**config.mk**
```make
export PLATFORM = sky130hd
export DESIGN_NAME = tdc_result_combiner
export DESIGN_NICKNAME = d
export VERILOG_FILES = /design/src/rtl/tdc_cmb_pkg.sv /design/src/rtl/therm_decode.sv /design/src/rtl/event_stamper.sv /design/src/rtl/tdc_result_combiner.sv
export SDC_FILE = /design/constraint.sdc
export NUM_CORES = 1
export LEC_CHECK = 0
export ABC_AREA = 0
export BUFFER_PORTS_ARGS = -buffer_cell sky130_fd_sc_hd__buf_2
export CAP_MARGIN = 5
export CORE_MARGIN = 10
export CORE_UTILIZATION = 35
export DETAILED_ROUTE_END_ITERATION = 16
export GPL_TIMING_DRIVEN = 0
export PLACE_DENSITY = 0.56
export SLEW_MARGIN = 10
export SYNTH_ARGS = -nofsm -noshare
export SYNTH_HDL_FRONTEND = slang
export SYNTH_HIERARCHICAL = 1
export SYNTH_SLANG_ARGS = --single-unit
```
**constraint.sdc**
```tcl
create_clock -name clk -period 11.5 [get_ports clk]
set_input_delay 0 -clock clk [delete_from_list [all_inputs] [get_ports clk]]
set_output_delay 0 -clock clk [all_outputs]
set_load 0.01 [all_outputs]
```
**src/rtl/tdc_cmb_pkg.sv**
```systemverilog
package tdc_cmb_pkg;

    // Capture geometry
    localparam int COUNT_W      = 8;
    localparam int COARSE_TAPS  = 16;
    localparam int FINE_ELEMS   = 16;
    localparam int FINE_GUARD   = 4;

    // Derived scaling
    localparam int COARSE_IDX_W = $clog2(COARSE_TAPS);
    localparam int FINE_IDX_W   = $clog2(FINE_ELEMS);
    localparam int FINE_PER_TAP = FINE_ELEMS / 2;               // fine span covers two taps
    localparam int LSB_PER_REF  = COARSE_TAPS * FINE_PER_TAP;   // 128
    localparam int TAP_SHIFT    = $clog2(FINE_PER_TAP);
    localparam int CYCLE_SHIFT  = $clog2(LSB_PER_REF);
    localparam int STAMP_W      = COUNT_W + CYCLE_SHIFT + 2;    // headroom plus sign
    localparam int OUT_W        = 16;

    typedef logic signed [STAMP_W-1:0] stamp_t;

    typedef struct packed {
        stamp_t stamp;
        logic   bad;
    } event_stamp_t;

    // Merge the three decoded parts into one timestamp
    function automatic stamp_t merge_parts(
        input logic [COUNT_W-1:0]      cnt,
        input logic [COARSE_IDX_W-1:0] cidx,
        input logic [FINE_IDX_W-1:0]   fidx
    );
        stamp_t c_part;
        stamp_t t_part;
        stamp_t f_part;
        c_part = stamp_t'(cnt)  <<< CYCLE_SHIFT;
        t_part = stamp_t'(cidx) <<< TAP_SHIFT;
        f_part = stamp_t'(fidx) - stamp_t'(FINE_GUARD);
        return c_part + t_part + f_part;
    endfunction

endpackage

```
**src/rtl/therm_decode.sv**
```systemverilog
module therm_decode #(
    parameter int WIDTH = 16,
    localparam int IDX_W = $clog2(WIDTH)
) (
    input  logic [WIDTH-1:0] snap,
    output logic [IDX_W-1:0] idx,
    output logic             bad
);
    logic [IDX_W:0] ones_run;
    logic           in_run;

    always_comb begin
        in_run   = 1'b1;
        ones_run = '0;
        bad      = 1'b0;
        for (int i = 0; i < WIDTH; i++) begin
            if (snap[i]) begin
                if (in_run) ones_run = ones_run + (IDX_W+1)'(1);
                else        bad      = 1'b1;   // bubble above a zero
            end else begin
                in_run = 1'b0;
            end
        end
        if (in_run) bad = 1'b1;                // no transition in the window
        idx = ones_run[IDX_W-1:0];
    end
endmodule

```
**src/rtl/event_stamper.sv**
```systemverilog
module event_stamper
    import tdc_cmb_pkg::*;
(
    input  logic [COUNT_W-1:0]     cnt,
    input  logic [COARSE_TAPS-1:0] coarse_snap,
    input  logic [FINE_ELEMS-1:0]  fine_snap,
    output event_stamp_t           ev
);
    logic [COARSE_IDX_W-1:0] c_idx;
    logic [FINE_IDX_W-1:0]   f_idx;
    logic                    c_bad;
    logic                    f_bad;

    therm_decode #(.WIDTH(COARSE_TAPS)) u_coarse_dec (
        .snap (coarse_snap),
        .idx  (c_idx),
        .bad  (c_bad)
    );

    therm_decode #(.WIDTH(FINE_ELEMS)) u_fine_dec (
        .snap (fine_snap),
        .idx  (f_idx),
        .bad  (f_bad)
    );

    always_comb begin
        ev.stamp = merge_parts(cnt, c_idx, f_idx);
        ev.bad   = c_bad | f_bad;
    end
endmodule

```
**src/rtl/tdc_result_combiner.sv**
```systemverilog
module tdc_result_combiner
    import tdc_cmb_pkg::*;
(
    input  logic                   clk,
    input  logic                   rst,
    input  logic                   start_strobe,
    input  logic [COUNT_W-1:0]     start_count,
    input  logic [COARSE_TAPS-1:0] start_coarse,
    input  logic [FINE_ELEMS-1:0]  start_fine,
    input  logic                   stop_strobe,
    input  logic [COUNT_W-1:0]     stop_count,
    input  logic [COARSE_TAPS-1:0] stop_coarse,
    input  logic [FINE_ELEMS-1:0]  stop_fine,
    output logic                   result_valid,
    output logic [OUT_W-1:0]       interval,
    output logic                   result_error
);
    event_stamp_t start_ev;
    event_stamp_t stop_ev;
    stamp_t       held_stamp;
    logic         held_bad;
    logic         armed;
    stamp_t       diff;

    event_stamper u_start_stamp (
        .cnt         (start_count),
        .coarse_snap (start_coarse),
        .fine_snap   (start_fine),
        .ev          (start_ev)
    );

    event_stamper u_stop_stamp (
        .cnt         (stop_count),
        .coarse_snap (stop_coarse),
        .fine_snap   (stop_fine),
        .ev          (stop_ev)
    );

    assign diff = stop_ev.stamp - held_stamp;

    always_ff @(posedge clk) begin
        if (rst) begin
            held_stamp   <= '0;
            held_bad     <= 1'b0;
            armed        <= 1'b0;
            result_valid <= 1'b0;
            interval     <= '0;
            result_error <= 1'b0;
        end else begin
            result_valid <= stop_strobe;
            if (stop_strobe) begin
                interval     <= diff[OUT_W-1:0];
                result_error <= stop_ev.bad | held_bad | ~armed;
            end
            if (start_strobe) begin
                held_stamp <= start_ev.stamp;
                held_bad   <= start_ev.bad;
                armed      <= 1'b1;
            end else if (stop_strobe) begin
                armed      <= 1'b0;
            end
        end
    end
endmodule

```
After elaboration in Yosys (flattened, before gate mapping):

Index checks and enable logic that the tools add are counted.

* bits in registers: 36
* latch bits: 0
* RAM bits: 0
* bits in read-only memories: 0
* output and inout bits: 18
* word-level logic and storage cells: 393
* memories kept: 0

* add/subtract/negate cells: 67
* $mul: 0
* divide/modulo/power cells: 0
* $lt $le $gt $ge: 0
* equality and inequality tests: 0
* shift-type cells: 0
* muxes and demuxes: 314
* bitwise logic cells: 5
* reduce and logical (&&, ||, !) cells: 1

Operators by type and width (number)
* 4-bit two-way mux: 116
* 4-bit by 1-bit adder with 4-bit output (second input constant): 56
* 1-bit two-way mux: 194
* 15-bit by 7-bit adder with 16-bit output: 2
* 16-bit by 5-bit adder with 16-bit output: 2
* 16-bit subtractor: 1
* 4-bit by 3-bit subtractor with 5-bit output (second input constant): 2
* 1-bit by 1-bit adder with 2-bit output (second input constant): 4
* 2-bit two-way mux: 4
* 1-bit OR: 4
* 2-bit nonzero test: 1
* 1-bit inverter: 1

Depth between registers and ports, before layout:

* depth after elaboration: 49
* depth in mapped cells: 51

By module:

Netlist, hierarchy kept.

By module, submodules not included
* therm_decode: times used 4, cells each 193, area an instance 1271.2 um2, seq. area each 0.0 um2
* tdc_result_combiner: times used 1, cells each 243, area an instance 2052.0 um2, seq. area each 720.7 um2
* event_stamper: times used 2, cells each 125, area an instance 859.6 um2, seq. area each 0.0 um2

Worst setup path before layout:

OpenSTA, ideal clock, no wires.

* path kind: input to register
* start point: input stop_fine[0]
* end point: register interval[13]
* setup time: 0.063 ns
* arrival time: 9.105 ns
* required time: 11.437 ns
* setup slack: 2.333 ns
* stages: 51
* path buffers: 4
* cells stage by stage: buf_4 > nand2_1 > nor2_1 > ha_1 > nand2_1 > a21o_1 > inv_1 > ha_1 > inv_1 > nor2_1 > a311oi_2 > nand2_1 > ha_1 > nand2b_1 > a31oi_1 > or2_2 > ha_1 > nand2_1 > (+15 left out) > inv_1 > ha_1 > buf_2 > buf_2 > buf_4 > xor2_1 > ha_1 > nand4bb_1 > and4_1 > o311a_1 > xnor2_1 > ha_1 > and2_1 > and4_1 > o211ai_2 > a21oi_1 > or4_1 > nand3_1

RTL lines
* start: declaration: line tdc_result_combiner.sv:13 `input logic [FINE_ELEMS-1:0] stop_fine,`
* end signal: assignment: line tdc_result_combiner.sv:52 `interval <= diff[OUT_W-1:0];`
* end: declaration: line tdc_result_combiner.sv:15 `output logic [OUT_W-1:0] interval,`

==> flow_summary.yaml <==
status:
  status: "complete, no violations"
die:
  die_x_um: 178
  coreArea_mm2: 0.0244
  die-height_um: 178
  rows: 57
  die_area_mm2: 0.0316
  initial_core_util: 0.358
  io_pins: 102
power_and_ir_drop:
  pwr_density_cell_mw_per_mm2: 67.4
  ir_worst_vdd_v: 0.0000525
  power_mw: 0.651
  p_leak_nw: 4.04
place:
  dpl.hpwl_mm: 20.6
  io_buffers: 77
  gp_congestion: 0.922
  dpl_cell_area_mm2: 0.00951
detailed_routing:
  drc: 0
  wl_per_cell_um: 15.1
  finalWirelength_mm: 25.0
  drt-initial-drc-count: 585
  ant_nets: 0
  via_count: 9218
  dr.pass1.iters: 5
  viasPerCell: 5.57
flow_run:
  cap_violations: 0
critical_path:
  cp_max_fo: 10
  slowest_stage: "or4_1"
  cpMostUsedCell: "ha_1"
  reg2reg_depth: 8
  worst_path_largest_cell_delay_ns: 0.50
  worstPathArrival_ns: 10.51
  endpoint_kind: "flip-flop"
  start_kind: "primary input"
  r2r-start: "held_stamp[0]$_SDFFE_PP0P_"
  worstPathRequired_ns: 11.72
  path_class: "primary input to flip-flop"
  r2r_end: "interval[12]$_SDFFE_PP0P_"
  rrSetupSlack_ns: 9.27
timing:
  setup_violations: 0
  fmax_mhz: 97.2
  whs_ns: 0.174
  fin_skew_ns: 0.00427
  setup_tns_ns: 0
  timing.final.hold_violations: 0
  drv_slew: 0
  worstMarginPinSlew_ns: 0.664
  period_share: 0.894
  rsz0062_at_grt: "no"
  relSlewSlack: 0.557
  period_minus_slack_ns: 10.28
synth:
  synth_nets: 1397
  ys_warn_count: 6
  netlist_instances: 1245
  syn_area_mm2: 0.00872
  avgSynthCellArea_um2: 7.01
cts:
  clock_latency_ns: 0.28
  cts_tree: "yes"
  cts_setup_buffers: 0
  cts-resized-gates: 0
  h-tree-depth: 2
  numCtsBuffers: 5
  clock_sinks: 36
  path_clk_slew_ns: 0.06
  holdBufCountCts: 0
  cts_root_buffer: "clkbuf_16"
  clk_path_buf_depth: 2
finish:
  area_delta_synth_final_pct: 10.7
  fillers: 2673
  drive_gt1_frac: 0.148
  stdcell_area_mm2: 0.00966
  nNetsFinal: 1481
  seq_area_um2: 721
  mostFrequentLayoutCells: "nand2_1 (128), nor2_1 (119), buf_2 (106), inv_1 (73), ha_1 (67)"
  fin_util: 0.396
  final_common_cell: "nand2_1"
  antenna_cells: 0
  multiInputGateArea_mm2: 0.00738
worst_hold_path:
  min_to: "result_error$_SDFFE_PP0P_"
  worstHoldStart: "stop_strobe"
  min_path_type: "primary input to flip-flop"
  whs_path_depth: 3
grt:
  grt_pass1_vias: 8703
  grt-ovfl-total: 0
  grt_usage: 0.152
  grt_max_degree: 13
  antenna_found_initial: 0
  grt_pass1_wl_mm: 41.9
==> sequential cells by signal, indices dropped and copies added, names as in the netlist <==
register      flops
armed             1
held_bad          1
held_stamp       16
interval         16
result_error      1
result_valid      1
==> stage by stage <==
stage,setup WS [ns],std cells
5_1_grt,0.392,1654
4_1_cts,1.22,1654
6_report,1.22,1654
3_3_place_gp,0.938,1646
3_5_place_dp,0.952,1646
2_1_floorplan,2.35,1245
==> cell type report <==
class                   instances  area share
plain buffers                  66      0.0364
inverters                      73      0.0284
clock inverters                 3     0.00194
multi-input cells            1070       0.764
flip-flops and latches         36      0.0746
well taps                     324      0.0420
clock buffers                   5      0.0130
repair buffers                 77      0.0399
==> worst max path at each step <==
stage                  from                         to  slack (ns)  cells after the start
2_1_floorplan  stop_fine[0]  interval[13]$_SDFFE_PP0P_        2.35                     51
3_3_place_gp   stop_fine[2]  interval[13]$_SDFFE_PP0P_        0.94                     50
3_5_place_dp   stop_fine[2]  interval[13]$_SDFFE_PP0P_        0.95                     51
4_1_cts        stop_fine[3]  interval[13]$_SDFFE_PP0P_        1.22                     50
5_1_grt        stop_fine[2]  interval[13]$_SDFFE_PP0P_        0.39                     50
6_report       stop_fine[3]  interval[13]$_SDFFE_PP0P_        1.22                     50
==> report_power, final <==
group          switching, mW  internal [mW]  leakage, nW
combinational          0.219          0.149         3.67
sequential           0.00900          0.141        0.298
clock                 0.0524         0.0797       0.0736
total                  0.281          0.370         4.04
==> per-layer routing <==
metal	share of wire	wire, um	track usage	vias up
li1	-	-	-	4747
met1	0.48	11900	0.199	4270
met2	0.47	11800	0.262	176
met3	0.039	983	0.0178	25
met4	0.014	352	0.0278	0
met5	0	0	0	-
==> worst max-delay path: cells and delay by family <==
family	cells	cell delay [ns]
buffers and inverters	8	1.36
adders and majority gates	9	2.59
xor gates and xnor gates	5	0.79
and+or+nand+nor	16	2.54
AOI/OAI and AO/OA	12	3.23
Note: power is estimated with default switching activity, not from simulation.
